`src/rtl/bclk_pkg.sv`:
```
package bclk_pkg;

    typedef enum logic [1:0] {
        PS_OFF   = 2'b00,
        PS_RSVD  = 2'b01,
        PS_RXPIN = 2'b10,
        PS_TXPIN = 2'b11
    } pre_src_e;

    typedef enum logic [1:0] {
        GS_PRE0  = 2'b00,
        GS_PRE1  = 2'b01,
        GS_RXPIN = 2'b10,
        GS_TXPIN = 2'b11
    } gen_src_e;

    // divide code to ratio: 32 >> code
    function automatic int unsigned div_ratio(input logic [1:0] code);
        return 32'd32 >> code;
    endfunction

endpackage

```
`src/rtl/bclk_pin_sync.sv`:
```
module bclk_pin_sync #(
    parameter int STAGES = 2
) (
    input  logic clk,
    input  logic rst_n,
    input  logic pin,
    output logic rise
);
    logic [STAGES:0] sh;

    always_ff @(posedge clk) begin
        if (!rst_n) sh <= '0;
        else        sh <= {sh[STAGES-1:0], pin};
    end

    assign rise = sh[STAGES-1] & ~sh[STAGES];
endmodule

```
`src/rtl/bclk_prescaler.sv`:
```
module bclk_prescaler import bclk_pkg::*; #(
    parameter int W = 5
) (
    input  logic       clk,
    input  logic       rst_n,
    input  logic       run,
    input  logic       in_en,
    input  logic [1:0] div_code,
    output logic       tick
);
    typedef enum logic {ST_HALT, ST_COUNT} pre_st_e;

    pre_st_e       state, state_nx;
    logic [W-1:0]  cnt;
    logic [W-1:0]  lim;

    always_ff @(posedge clk) begin
        if (!rst_n) state <= ST_HALT;
        else        state <= state_nx;
    end

    always_comb begin
        state_nx = state;
        unique case (state)
            ST_HALT:  if (run)  state_nx = ST_COUNT;
            ST_COUNT: if (!run) state_nx = ST_HALT;
        endcase
    end

    always_ff @(posedge clk) begin
        if (!rst_n) begin
            cnt  <= '0;
            lim  <= W'(div_ratio(2'b00) - 1);
            tick <= 1'b0;
        end else begin
            tick <= 1'b0;
            unique case (state)
                ST_HALT: begin
                    cnt <= '0;
                    lim <= W'(div_ratio(div_code) - 1);
                end
                ST_COUNT: begin
                    if (!run) begin
                        cnt <= '0;
                    end else if (in_en) begin
                        if (cnt == lim) begin
                            cnt  <= '0;
                            tick <= 1'b1;
                            lim  <= W'(div_ratio(div_code) - 1);
                        end else begin
                            cnt <= cnt + 1'b1;
                        end
                    end
                end
            endcase
        end
    end
endmodule

```
`src/rtl/bclk_baud_gen.sv`:
```
module bclk_baud_gen #(
    parameter int W = 16
) (
    input  logic         clk,
    input  logic         rst_n,
    input  logic         enable,
    input  logic         load,
    input  logic         in_en,
    input  logic [W-1:0] tc,
    output logic         tick
);
    typedef enum logic {ST_IDLE, ST_RUN} gen_st_e;

    gen_st_e      state, state_nx;
    logic [W-1:0] cnt;

    always_ff @(posedge clk) begin
        if (!rst_n) state <= ST_IDLE;
        else        state <= state_nx;
    end

    always_comb begin
        state_nx = state;
        unique case (state)
            ST_IDLE: if (enable)  state_nx = ST_RUN;
            ST_RUN:  if (!enable) state_nx = ST_IDLE;
        endcase
    end

    always_ff @(posedge clk) begin
        if (!rst_n) begin
            cnt  <= '0;
            tick <= 1'b0;
        end else begin
            tick <= 1'b0;
            unique case (state)
                ST_IDLE: cnt <= tc;
                ST_RUN: begin
                    if (!enable || load) begin
                        cnt <= tc;
                    end else if (in_en) begin
                        if (cnt == '0) begin
                            cnt  <= tc;
                            tick <= 1'b1;
                        end else begin
                            cnt <= cnt - 1'b1;
                        end
                    end
                end
            endcase
        end
    end
endmodule

```
`src/rtl/bitclk_gen.sv`:
```
module bitclk_gen import bclk_pkg::*; #(
    parameter int PRE_W       = 5,
    parameter int TC_W        = 16,
    parameter int SYNC_STAGES = 2
) (
    input  logic            clk,
    input  logic            rst_n,
    input  logic            rx_pin,
    input  logic            tx_pin,
    input  logic [1:0]      pre0_src,
    input  logic [1:0]      pre1_src,
    input  logic [1:0]      pre0_div,
    input  logic [1:0]      dpll_div,
    input  logic            pre1_div_sel,
    input  logic [1:0]      gen0_src,
    input  logic [1:0]      gen1_src,
    input  logic            gen0_en,
    input  logic            gen1_en,
    input  logic            gen0_load,
    input  logic            gen1_load,
    input  logic [TC_W-1:0] gen0_tc,
    input  logic [TC_W-1:0] gen1_tc,
    output logic            pre0_tick,
    output logic            pre1_tick,
    output logic            gen0_tick,
    output logic            gen1_tick
);
    localparam int NCH = 2;

    logic rx_rise, tx_rise;

    bclk_pin_sync #(.STAGES(SYNC_STAGES)) u_rx_sync (
        .clk(clk), .rst_n(rst_n), .pin(rx_pin), .rise(rx_rise));
    bclk_pin_sync #(.STAGES(SYNC_STAGES)) u_tx_sync (
        .clk(clk), .rst_n(rst_n), .pin(tx_pin), .rise(tx_rise));

    logic [1:0]      pre_src_a [NCH];
    logic [1:0]      pre_div_a [NCH];
    logic [NCH-1:0]  pre_tick_a;
    logic [1:0]      gen_src_a [NCH];
    logic [NCH-1:0]  gen_en_a, gen_load_a, gen_in_a, gen_tick_a;
    logic [TC_W-1:0] gen_tc_a  [NCH];

    assign pre_src_a[0] = pre0_src;
    assign pre_src_a[1] = pre1_src;
    assign pre_div_a[0] = pre0_div;
    assign pre_div_a[1] = pre1_div_sel ? dpll_div : pre0_div;
    assign gen_src_a[0] = gen0_src;
    assign gen_src_a[1] = gen1_src;
    assign gen_tc_a[0]  = gen0_tc;
    assign gen_tc_a[1]  = gen1_tc;
    assign gen_en_a     = {gen1_en, gen0_en};
    assign gen_load_a   = {gen1_load, gen0_load};

    for (genvar i = 0; i < NCH; i++) begin : g_pre
        logic in_en;
        always_comb begin
            case (pre_src_e'(pre_src_a[i]))
                PS_RXPIN: in_en = rx_rise;
                PS_TXPIN: in_en = tx_rise;
                default:  in_en = 1'b0;
            endcase
        end
        bclk_prescaler #(.W(PRE_W)) u_pre (
            .clk(clk), .rst_n(rst_n), .run(pre_src_a[i][1]), .in_en(in_en),
            .div_code(pre_div_a[i]), .tick(pre_tick_a[i]));
    end

    for (genvar i = 0; i < NCH; i++) begin : g_gen
        always_comb begin
            unique case (gen_src_e'(gen_src_a[i]))
                GS_PRE0:  gen_in_a[i] = pre_tick_a[0];
                GS_PRE1:  gen_in_a[i] = pre_tick_a[1];
                GS_RXPIN: gen_in_a[i] = rx_rise;
                GS_TXPIN: gen_in_a[i] = tx_rise;
            endcase
        end
        bclk_baud_gen #(.W(TC_W)) u_gen (
            .clk(clk), .rst_n(rst_n), .enable(gen_en_a[i]), .load(gen_load_a[i]),
            .in_en(gen_in_a[i]), .tc(gen_tc_a[i]), .tick(gen_tick_a[i]));
    end

    logic gen0_in, gen1_in;
    assign gen0_in = gen_in_a[0];
    assign gen1_in = gen_in_a[1];

    assign pre0_tick = pre_tick_a[0];
    assign pre1_tick = pre_tick_a[1];
    assign gen0_tick = gen_tick_a[0];
    assign gen1_tick = gen_tick_a[1];
endmodule

```
`config.mk`:
```
export PLATFORM = sky130hd
export DESIGN_NAME = bitclk_gen
export DESIGN_NICKNAME = d
export VERILOG_FILES = /design/src/rtl/bclk_pkg.sv /design/src/rtl/bclk_pin_sync.sv /design/src/rtl/bclk_prescaler.sv /design/src/rtl/bclk_baud_gen.sv /design/src/rtl/bitclk_gen.sv
export SDC_FILE = /design/constraint.sdc
export NUM_CORES = 1
export LEC_CHECK = 0
export BUFFER_PORTS_ARGS = -buffer_cell sky130_fd_sc_hd__buf_2
export CAP_MARGIN = 10
export CORE_ASPECT_RATIO = 1.1
export CORE_UTILIZATION = 57
export CTS_CLUSTER_SIZE = 10
export DETAILED_ROUTE_END_ITERATION = 10
export PLACE_DENSITY = 0.85
export SLEW_MARGIN = 40
export SYNTH_ARGS = -nofsm -noshare
export SYNTH_HDL_FRONTEND = slang
export SYNTH_SLANG_ARGS = --single-unit
export TNS_END_PERCENT = 5
```
`constraint.sdc`:
```
create_clock -name clk -period 2.65 [get_ports clk]
set_input_delay 0.53 -clock clk [delete_from_list [all_inputs] [get_ports clk]]
set_output_delay 0.53 -clock clk [all_outputs]
set_load 0.1 [all_outputs]
```
Word level (Yosys, flattened, before mapping)
Index checks and enable logic that the tools add are counted.
Widths: inputs -> output; s select.
Operators by class
  mux-type cells: 37
  bitwise logic cells: 11
  equality and inequality tests: 22
  reduce and logical (&&, ||, !) cells: 14
  add/subtract/negate cells: 6
  shift-type cells: 2
Operators with widths (count)
  $mux 16: 6
  $pmux 16 s2: 2
  $mux 5: 12
  $pmux 5 s2: 4
  $logic_not 16->1: 2
  $sub 16x1->16 const B: 2
  $eq 2x2->1 const B: 8
  $ne 2x2->1 const B: 6
  $shr 6x2->5 const A: 2
  $add 5x1->5 const B: 2
  $eq 5x5->1: 2
  $sub 5x1->5 const B: 2
  $not 1->1: 9
  $mux 1: 8
  $pmux 1 s4: 2
  $reduce_and 4->1: 2
  $reduce_or 4->1: 2
  $ne 3x2->1 const B: 2
  $ne 3x3->1 const B: 2
  $reduce_and 3->1: 2
  $eq 2x1->1 const B: 2
  $logic_not 2->1: 2
  $pmux 1 s2: 2
  $and 1x1->1: 2
  other kinds (3): 5
Storage, ports and cells
  word-level logic and storage cells: 108
  register bits after elaboration: 66
  output and inout port bits: 4
  input port bits: 53

Logic depth before layout (Yosys ltp)
Gate-level depths: netlist of the first run.
  word-level depth: 7
  depth in mapped cells: 8
  gate-level depth less buffers: 7

Cells and area by module
Synthesis of the first run repeated with hierarchy kept, for this count alone.
Unflattened totals
  cell total of the unflattened synthesis: 448
  area, all modules: 3698.5 µm²
Modules (own cells, without submodules)
  bclk_baud_gen: cells an instance 162, sequential area each 360.3 µm², area an instance 1231.2 µm², times used 2
  bclk_prescaler: cells an instance 51, sequential area each 200.2 µm², area an instance 475.5 µm², times used 2
  bclk_pin_sync: cells an instance 7, sequential area each 60.1 µm², area an instance 92.6 µm², times used 2
  bitclk_gen: cells an instance 8, sequential area each 0.0 µm², area an instance 100.1 µm², times used 1

Worst setup path before layout of the first run
No wires, ideal clock.
  kind: reg2reg
  start: reg g_pre[1].u_pre.tick
  end: reg g_gen[0].u_gen.cnt[3]
  required time: 2528 ps
  setup time: 122 ps
  slack: 382 ps
  period minus slack after synthesis: 2268 ps
  data arrival time: 2146 ps
  cell stages (with the launch flop): 6
  path buffers: 1
  cell sequence: dfxtp_1 -> mux4_2 -> nor2_1 -> clkbuf_1 -> o211a_1 -> a221o_1
On the way
  longest elaborated chain between the ends: 2
RTL lines
  from (decl): line bclk_prescaler.sv:9  | output logic tick
  from (signal assigned): line bclk_prescaler.sv:34  | tick <= 1'b0;
  from (signal assigned): line bclk_prescaler.sv:36  | tick <= 1'b0;
  from (signal assigned): line bclk_prescaler.sv:48  | tick <= 1'b1;
  $pmux 1 s4: line bitclk_gen.sv:71  | unique case (gen_src_e'(gen_src_a[i]))
  $ne 3x2->1 (no source line)
  to (signal assigned): line bclk_baud_gen.sv:40  | cnt <= tc;
  to (signal assigned): line bclk_baud_gen.sv:43  | cnt <= tc;
  to (signal assigned): line bclk_baud_gen.sv:46  | cnt <= cnt - 1'b1;
  to (decl): line bclk_baud_gen.sv:15  | logic [W-1:0] cnt;
No other way between the ends.
A chain may end at the register's enable or synchronous reset.

Final worst setup path of the first run
  start: reg g_gen[0].u_gen.cnt[0]
  end: reg g_gen[0].u_gen.cnt[6]
On the way
  longest elaborated chain between the ends: 5
  elaborated cells between the ends (all ways): 6
  classes of those cells: add/sub (1); mux (4); reduce/logical (1)
RTL lines
  from (signal assigned): line bclk_baud_gen.sv:37  | ST_IDLE: cnt <= tc;
  from (signal assigned): line bclk_baud_gen.sv:40
  from (signal assigned): line bclk_baud_gen.sv:43
  $sub 16x1->16 / $logic_not 16->1 (equally long branches): line bclk_baud_gen.sv:46, bclk_baud_gen.sv:42
  $mux 16 *: line bclk_baud_gen.sv:42  | if (cnt == '0) begin
  $mux 16 *: line bclk_baud_gen.sv:41  | end else if (in_en) begin
  $mux 16 *: line bclk_baud_gen.sv:39  | if (!enable || load) begin
  $pmux 16 s2 *: line bclk_baud_gen.sv:36  | unique case (state)
Every way passes the cells marked *; elsewhere a longest branch is shown, timed or not. The select of a mux whose other input is x is not followed.

==> results of run 1 <==
## sequential cells by signal, summed over array words and instances, names as in the netlist
register and flops:
g_gen.u_gen.tick 2, g_pre.u_pre.tick 2, u_tx_sync.sh 3, g_gen.u_gen.cnt 32
g_pre.u_pre.state 2, g_pre.u_pre.lim 6, g_gen.u_gen.state 2, u_rx_sync.sh 3
g_pre.u_pre.cnt 10
## power groups by stage
stage | Combinational (mW) | Clock (mW) | Sequential (mW)
4_1_cts | 0.314 | 1.05 | 1.03
2_1_floorplan | 0.219 | 0 | 1.03
5_1_grt | 0.353 | 1.09 | 1.04
6_report | 0.320 | 1.04 | 1.03
3_3_place_gp | 0.304 | 0 | 1.05
3_5_place_dp | 0.311 | 0 | 1.05
## worst max-delay path, cell delays in order (launching register included)
cell,delay [ns]
dfxtp_1,0.34
inv_1,0.11
ha_1,0.18
or4b_1,0.50
nor4_4,0.28
buf_4,0.23
nor3_1,0.07
o211a_1,0.22
a311o_1,0.31
## metal layers
layer | track usage [%] | vias up | wire (µm) | share of wire [%]
li1 | - | 1730 | - | -
met1 | 39.7 | 1694 | 4080 | 44
met2 | 48.2 | 162 | 4230 | 46
met3 | 6.89 | 31 | 630 | 6.9
met4 | 16.3 | 0 | 259 | 2.8
met5 | 0 | - | 0 | 0
## logic make-up after synthesis
logic type | synth area share (%)
buf+inv | 3.42
xor+xnor | 2.27
flops | 35.7
fa+ha+maj | 2.16
simple gates | 32.1
compound gates | 21.6
mux | 2.77
## cell type report
type	instances	area [µm²]	area share (%)
repair buffers	67	363	8.85
multi-input cells	337	2120	51.7
clock inverters	5	106	2.59
inverters	9	33.8	0.824
clock buffers	11	141	3.45
flip-flops and latches	62	1240	30.3
well taps	77	96.3	2.35
## worst max-delay path by stage
stage                                from                     to  slack (ns)  cells past startpoint
floorplan             g_pre[1].u_pre.tick  g_gen[0].u_gen.cnt[3]        0.38                      5
global placement              pre1_src[0]  g_pre[1].u_pre.lim[2]        0.41                      6
detailed placement            pre1_src[0]  g_pre[1].u_pre.lim[2]        0.32                      6
CTS                 g_gen[0].u_gen.cnt[0]  g_gen[0].u_gen.cnt[6]        0.35                      8
global route        g_gen[0].u_gen.cnt[0]  g_gen[0].u_gen.cnt[6]        0.19                      8
finish              g_gen[0].u_gen.cnt[0]  g_gen[0].u_gen.cnt[6]        0.31                      8
## synth_stat cells (all sizes together), types with 4 or more instances
library cell and count:
o21a 5, and3 6, nand3 24, or3 8, inv 8, xnor2 6, nand4 10, dfxtp 62
nor3 23, a31oi 4, nor2 26, mux2i 4, and2 14, o22ai 15, or4 7, o211ai 4
nand2b 4, or2 5, o21ai 24, nand2 40, nor3b 4, clkbuf 16, ha 6, buf 4
nor4 11, a21oi 26, a221o 4
==> results.cfg, run 1 <==
[clocking]
cts_resized = 0
cts_tree = built
clockBufferDepth = 2
clk_pin_slew_ns = 0.07
cts.sinks = 62
numCtsBuffers = 9
cts_htree_levels = 3
cts_root_buf = clkbuf_8
hold_buffers = 0
clk_latency_ns = 0.35
cts_setup_buffers = 0

[floorplanning]
die_h_um = 83.9
ios = 57
rows = 29
die-area_um2 = 6420
die_w_um = 76.5
start_util_pct = 59.5
core-area_um2 = 5840

[synthesis]
ys_warn_count = 0
syn_inst = 428
synthesis.area_um2 = 3480
yosys_most_used_dff = dfxtp_1
synth_top_cell_area_share_pct = 35.7
async_flop_share_pct = 0
ys_seq_area_share_pct = 35.7
synth_edf_count = 0
synth.distinct_cells = 64
synth_nets = 487
synthTopCellsByArea = dfxtp_1, nand2_1, a21oi_1
syn_avg_cell_area_um2 = 8.13
synth.ff_latch_count = 62
yosys.area.top_type = dfxtp_1

[sta]
rsz0062_at_grt = false
finalSetupViolations = 0
fmax_ghz = 0.427
hold_violations = 0
period_share_pct = 88.3
holdWs_ns = 0.392
fin_ws_ns = 0.310
period_minus_slack_ns = 2.34
tightest_slew_ns = 0.727
setup_tns_ns = 0
drv_slew = 0
slew_headroom_pct = 51.4
finClkSkew_ns = 0.00991

[run]
maxCapViolations = 0

[worst_setup_path]
crit_type = reg -> reg
crit_required_ns = 2.88
crit_fanout = 10
reg2reg_from = g_gen[0].u_gen.cnt[0]
timing.rr.end = g_gen[0].u_gen.cnt[6]
cp-start-kind = flop
worstPathArrival_ns = 2.57
rr_worst_depth = 8
end_kind = flop
reg2reg_slack_ns = 0.31

[layout]
final_common_cell = dfxtp_1
fin_util_pct = 70.2
final_net_count = 545
diodes = 0
layout_common_cells = dfxtp_1, buf_2, nand2_1
final-instance-count-excl-fill = 568
fillCellCount = 464
syn_to_final_growth_pct = 17.9
drive_above_1_share_pct = 20.2
design_area_um2 = 4100

[global_routing]
grt_pass1_wl_mm = 15.9
grt_overflow_total = 0
grt_max_degree = 44
grt_pass1_vias = 3445
antenna_found_initial = 0
grtUsageTotal_pct = 30.9

[power_and_ir_drop]
total_power_mw = 2.40
powerDensity_nw_per_um2 = 585
internal_power_mw = 1.77
peakVddDrop_mv = 0.417
combPwrFrac_pct = 13.3
seqPwrFrac_pct = 43.1
p_sw_mw = 0.624
p_sw_share_pct = 26.0
leakage_nw = 1.63
clockPowerShare_pct = 43.5

[placement]
place_ws_ns = 0.320
port_buffers = 56
gp_congestion = 0.941
postPlaceCellArea_um2 = 3850
dp_hpwl_mm = 6.51
dp_cells = 552

[detailed_routing]
drc = 0
vias_per_cell = 6.37
num_vias = 3617
initialDrtViolationCount = 468
wl_per_cell_um = 16.2
drt-pass1-iter-count = 5
ant_nets = 0
wl_mm = 9.20

[hold_path]
min_to = u_tx_sync.sh[0]
min_path_cells = 2
hold_path_startpoint = tx_pin
hp-class = in -> reg

[status]
status = finished clean
Note: power is estimated with default switching activity, not from simulation.
==> run 2, diff against run 1 <==
--- a/config.mk
+++ b/config.mk
@@ -12,6 +12,7 @@
 export CTS_CLUSTER_SIZE = 10
 export DETAILED_ROUTE_END_ITERATION = 10
 export PLACE_DENSITY = 0.85
+export RECOVER_POWER = 25
 export SLEW_MARGIN = 40
 export SYNTH_ARGS = -nofsm -noshare
 export SYNTH_HDL_FRONTEND = slang
==> constraint.sdc (replaced) <==
create_clock -name clk -period 2.65 [get_ports clk]
set_input_delay 0.3975 -clock clk [delete_from_list [all_inputs] [get_ports clk]]
set_output_delay 0.3975 -clock clk [all_outputs]
set_load 0.1 [all_outputs]
==> results.cfg, run 2 (synthesis gave the netlist of run 1 again) <==
[global_routing]
grt_overflow_total = 0
grt_pass1_vias = 3398
grtUsageTotal_pct = 31.0
grt_pass1_wl_mm = 15.9
grt_max_degree = 22
antenna_found_initial = 0

[clocking]
clk_pin_slew_ns = 0.07
cts_resized = 0
hold_buffers = 0
cts_tree = built
cts.sinks = 62
cts_root_buf = clkbuf_8
cts_setup_buffers = 0
clk_latency_ns = 0.34
cts_htree_levels = 3
numCtsBuffers = 9
clockBufferDepth = 2

[detailed_routing]
ant_nets = 0
initialDrtViolationCount = 311
drc = 0
wl_per_cell_um = 16.2
wl_mm = 9.21
vias_per_cell = 6.32
drt-pass1-iter-count = 5
num_vias = 3582

[floorplanning]
die_w_um = 76.5
start_util_pct = 59.5
die_h_um = 83.9
rows = 29
ios = 57
die-area_um2 = 6420
core-area_um2 = 5840

[layout]
drive_above_1_share_pct = 19.0
final_net_count = 544
layout_common_cells = dfxtp_1, buf_2, nand2_1
regMostFlops = g_gen.u_gen.cnt
fillCellCount = 500
diodes = 0
final_common_cell = dfxtp_1
reg_top3 = g_gen.u_gen.cnt (32), g_pre.u_pre.cnt (10), g_pre.u_pre.lim (6)
largest_reg_flops = 32
syn_to_final_growth_pct = 15.1
fin_util_pct = 68.5

[sta]
slew_headroom_pct = 22.8
rsz0062_at_grt = false
setup_tns_ns = 0
finalSetupViolations = 0
hold_violations = 0
period_minus_slack_ns = 2.35
period_share_pct = 88.7
finClkSkew_ns = 0.00695
drv_slew = 0
holdWs_ns = 0.258
fmax_ghz = 0.426
tightest_slew_ns = 1.16

[power_and_ir_drop]
peakVddDrop_mv = 0.361
leakage_nw = 1.57
total_power_mw = 2.07
powerDensity_nw_per_um2 = 517

[worst_setup_path]
crit_type = reg -> reg
worstPathArrival_ns = 2.58
crit_fanout = 10
crit_required_ns = 2.88
end_kind = flop
cp-start-kind = flop
reg2reg_slack_ns = 0.30

[placement]
dp_hpwl_mm = 6.69
gp_congestion = 0.933
port_buffers = 56

[run]
maxCapViolations = 0

[status]
status = finished clean

[hold_path]
hp-class = in -> reg
## run 2: changes by cell type in the layout (fill, tap and decap cells not counted)
cell,change
and2_0,+5
and2_1,-5
clkbuf_1,+5
buf_2,-4
bufinv_16,-3
clkinv_2,+3
buf_4,-2
clkbuf_8,-1
clkinvlp_4,+1
## run 2: cell type report
type / count / area (µm²) / share of cell area [%]
Sequential cell: 62 / 1240 / 31.0
Timing Repair Buffer: 66 / 347 / 8.66
Inverter: 9 / 33.8 / 0.844
Multi-Input combinational cell: 337 / 2120 / 52.9
Tap cell: 77 / 96.3 / 2.41
Clock buffer: 10 / 128 / 3.19
Clock inverter: 6 / 38.8 / 0.969
## run 2: path summary, 6_finish.rpt
check	to	from	depth (start not counted)
worst max-delay path	g_gen[0].u_gen.cnt[11]	g_gen[0].u_gen.cnt[0]	8
worst min-delay path	u_tx_sync.sh[0]	tx_pin	2
worst max register to register	g_gen[0].u_gen.cnt[11]	g_gen[0].u_gen.cnt[0]	8
worst min register to register	u_rx_sync.sh[1]	u_rx_sync.sh[0]	1
## run 2: stage by stage
stage	instance area (µm²)	worst slack, ns	cells
after global placement	3840	0.445	551
after detailed placement	3840	0.345	551
after CTS	4010	0.323	567
final	4000	0.300	567
after global routing	4000	0.131	567
after floorplan	3480	0.382	428
## run 2: critical path: stages, from the launching register on
cell     delay (ns)
dfxtp_1        0.35
inv_1          0.11
ha_1           0.18
or4b_1         0.49
nor4_4         0.28
buf_4          0.23
nor3b_1        0.13
and3_1         0.21
a221o_1        0.26
## run 2: where the power goes
group	leakage (nW)	switching [mW]	internal, mW
logic	0.971	0.173	0.141
clock network	0.0820	0.386	0.335
registers	0.512	0.0564	0.979
## run 2: layer usage
metal | vias to the layer above | track usage, % | wire length (µm)
li1 | 1733 | - | -
met1 | 1645 | 40.1 | 4010
met2 | 169 | 48.5 | 4230
met3 | 35 | 7.87 | 720
met4 | 0 | 14.0 | 243
met5 | - | 0 | 0
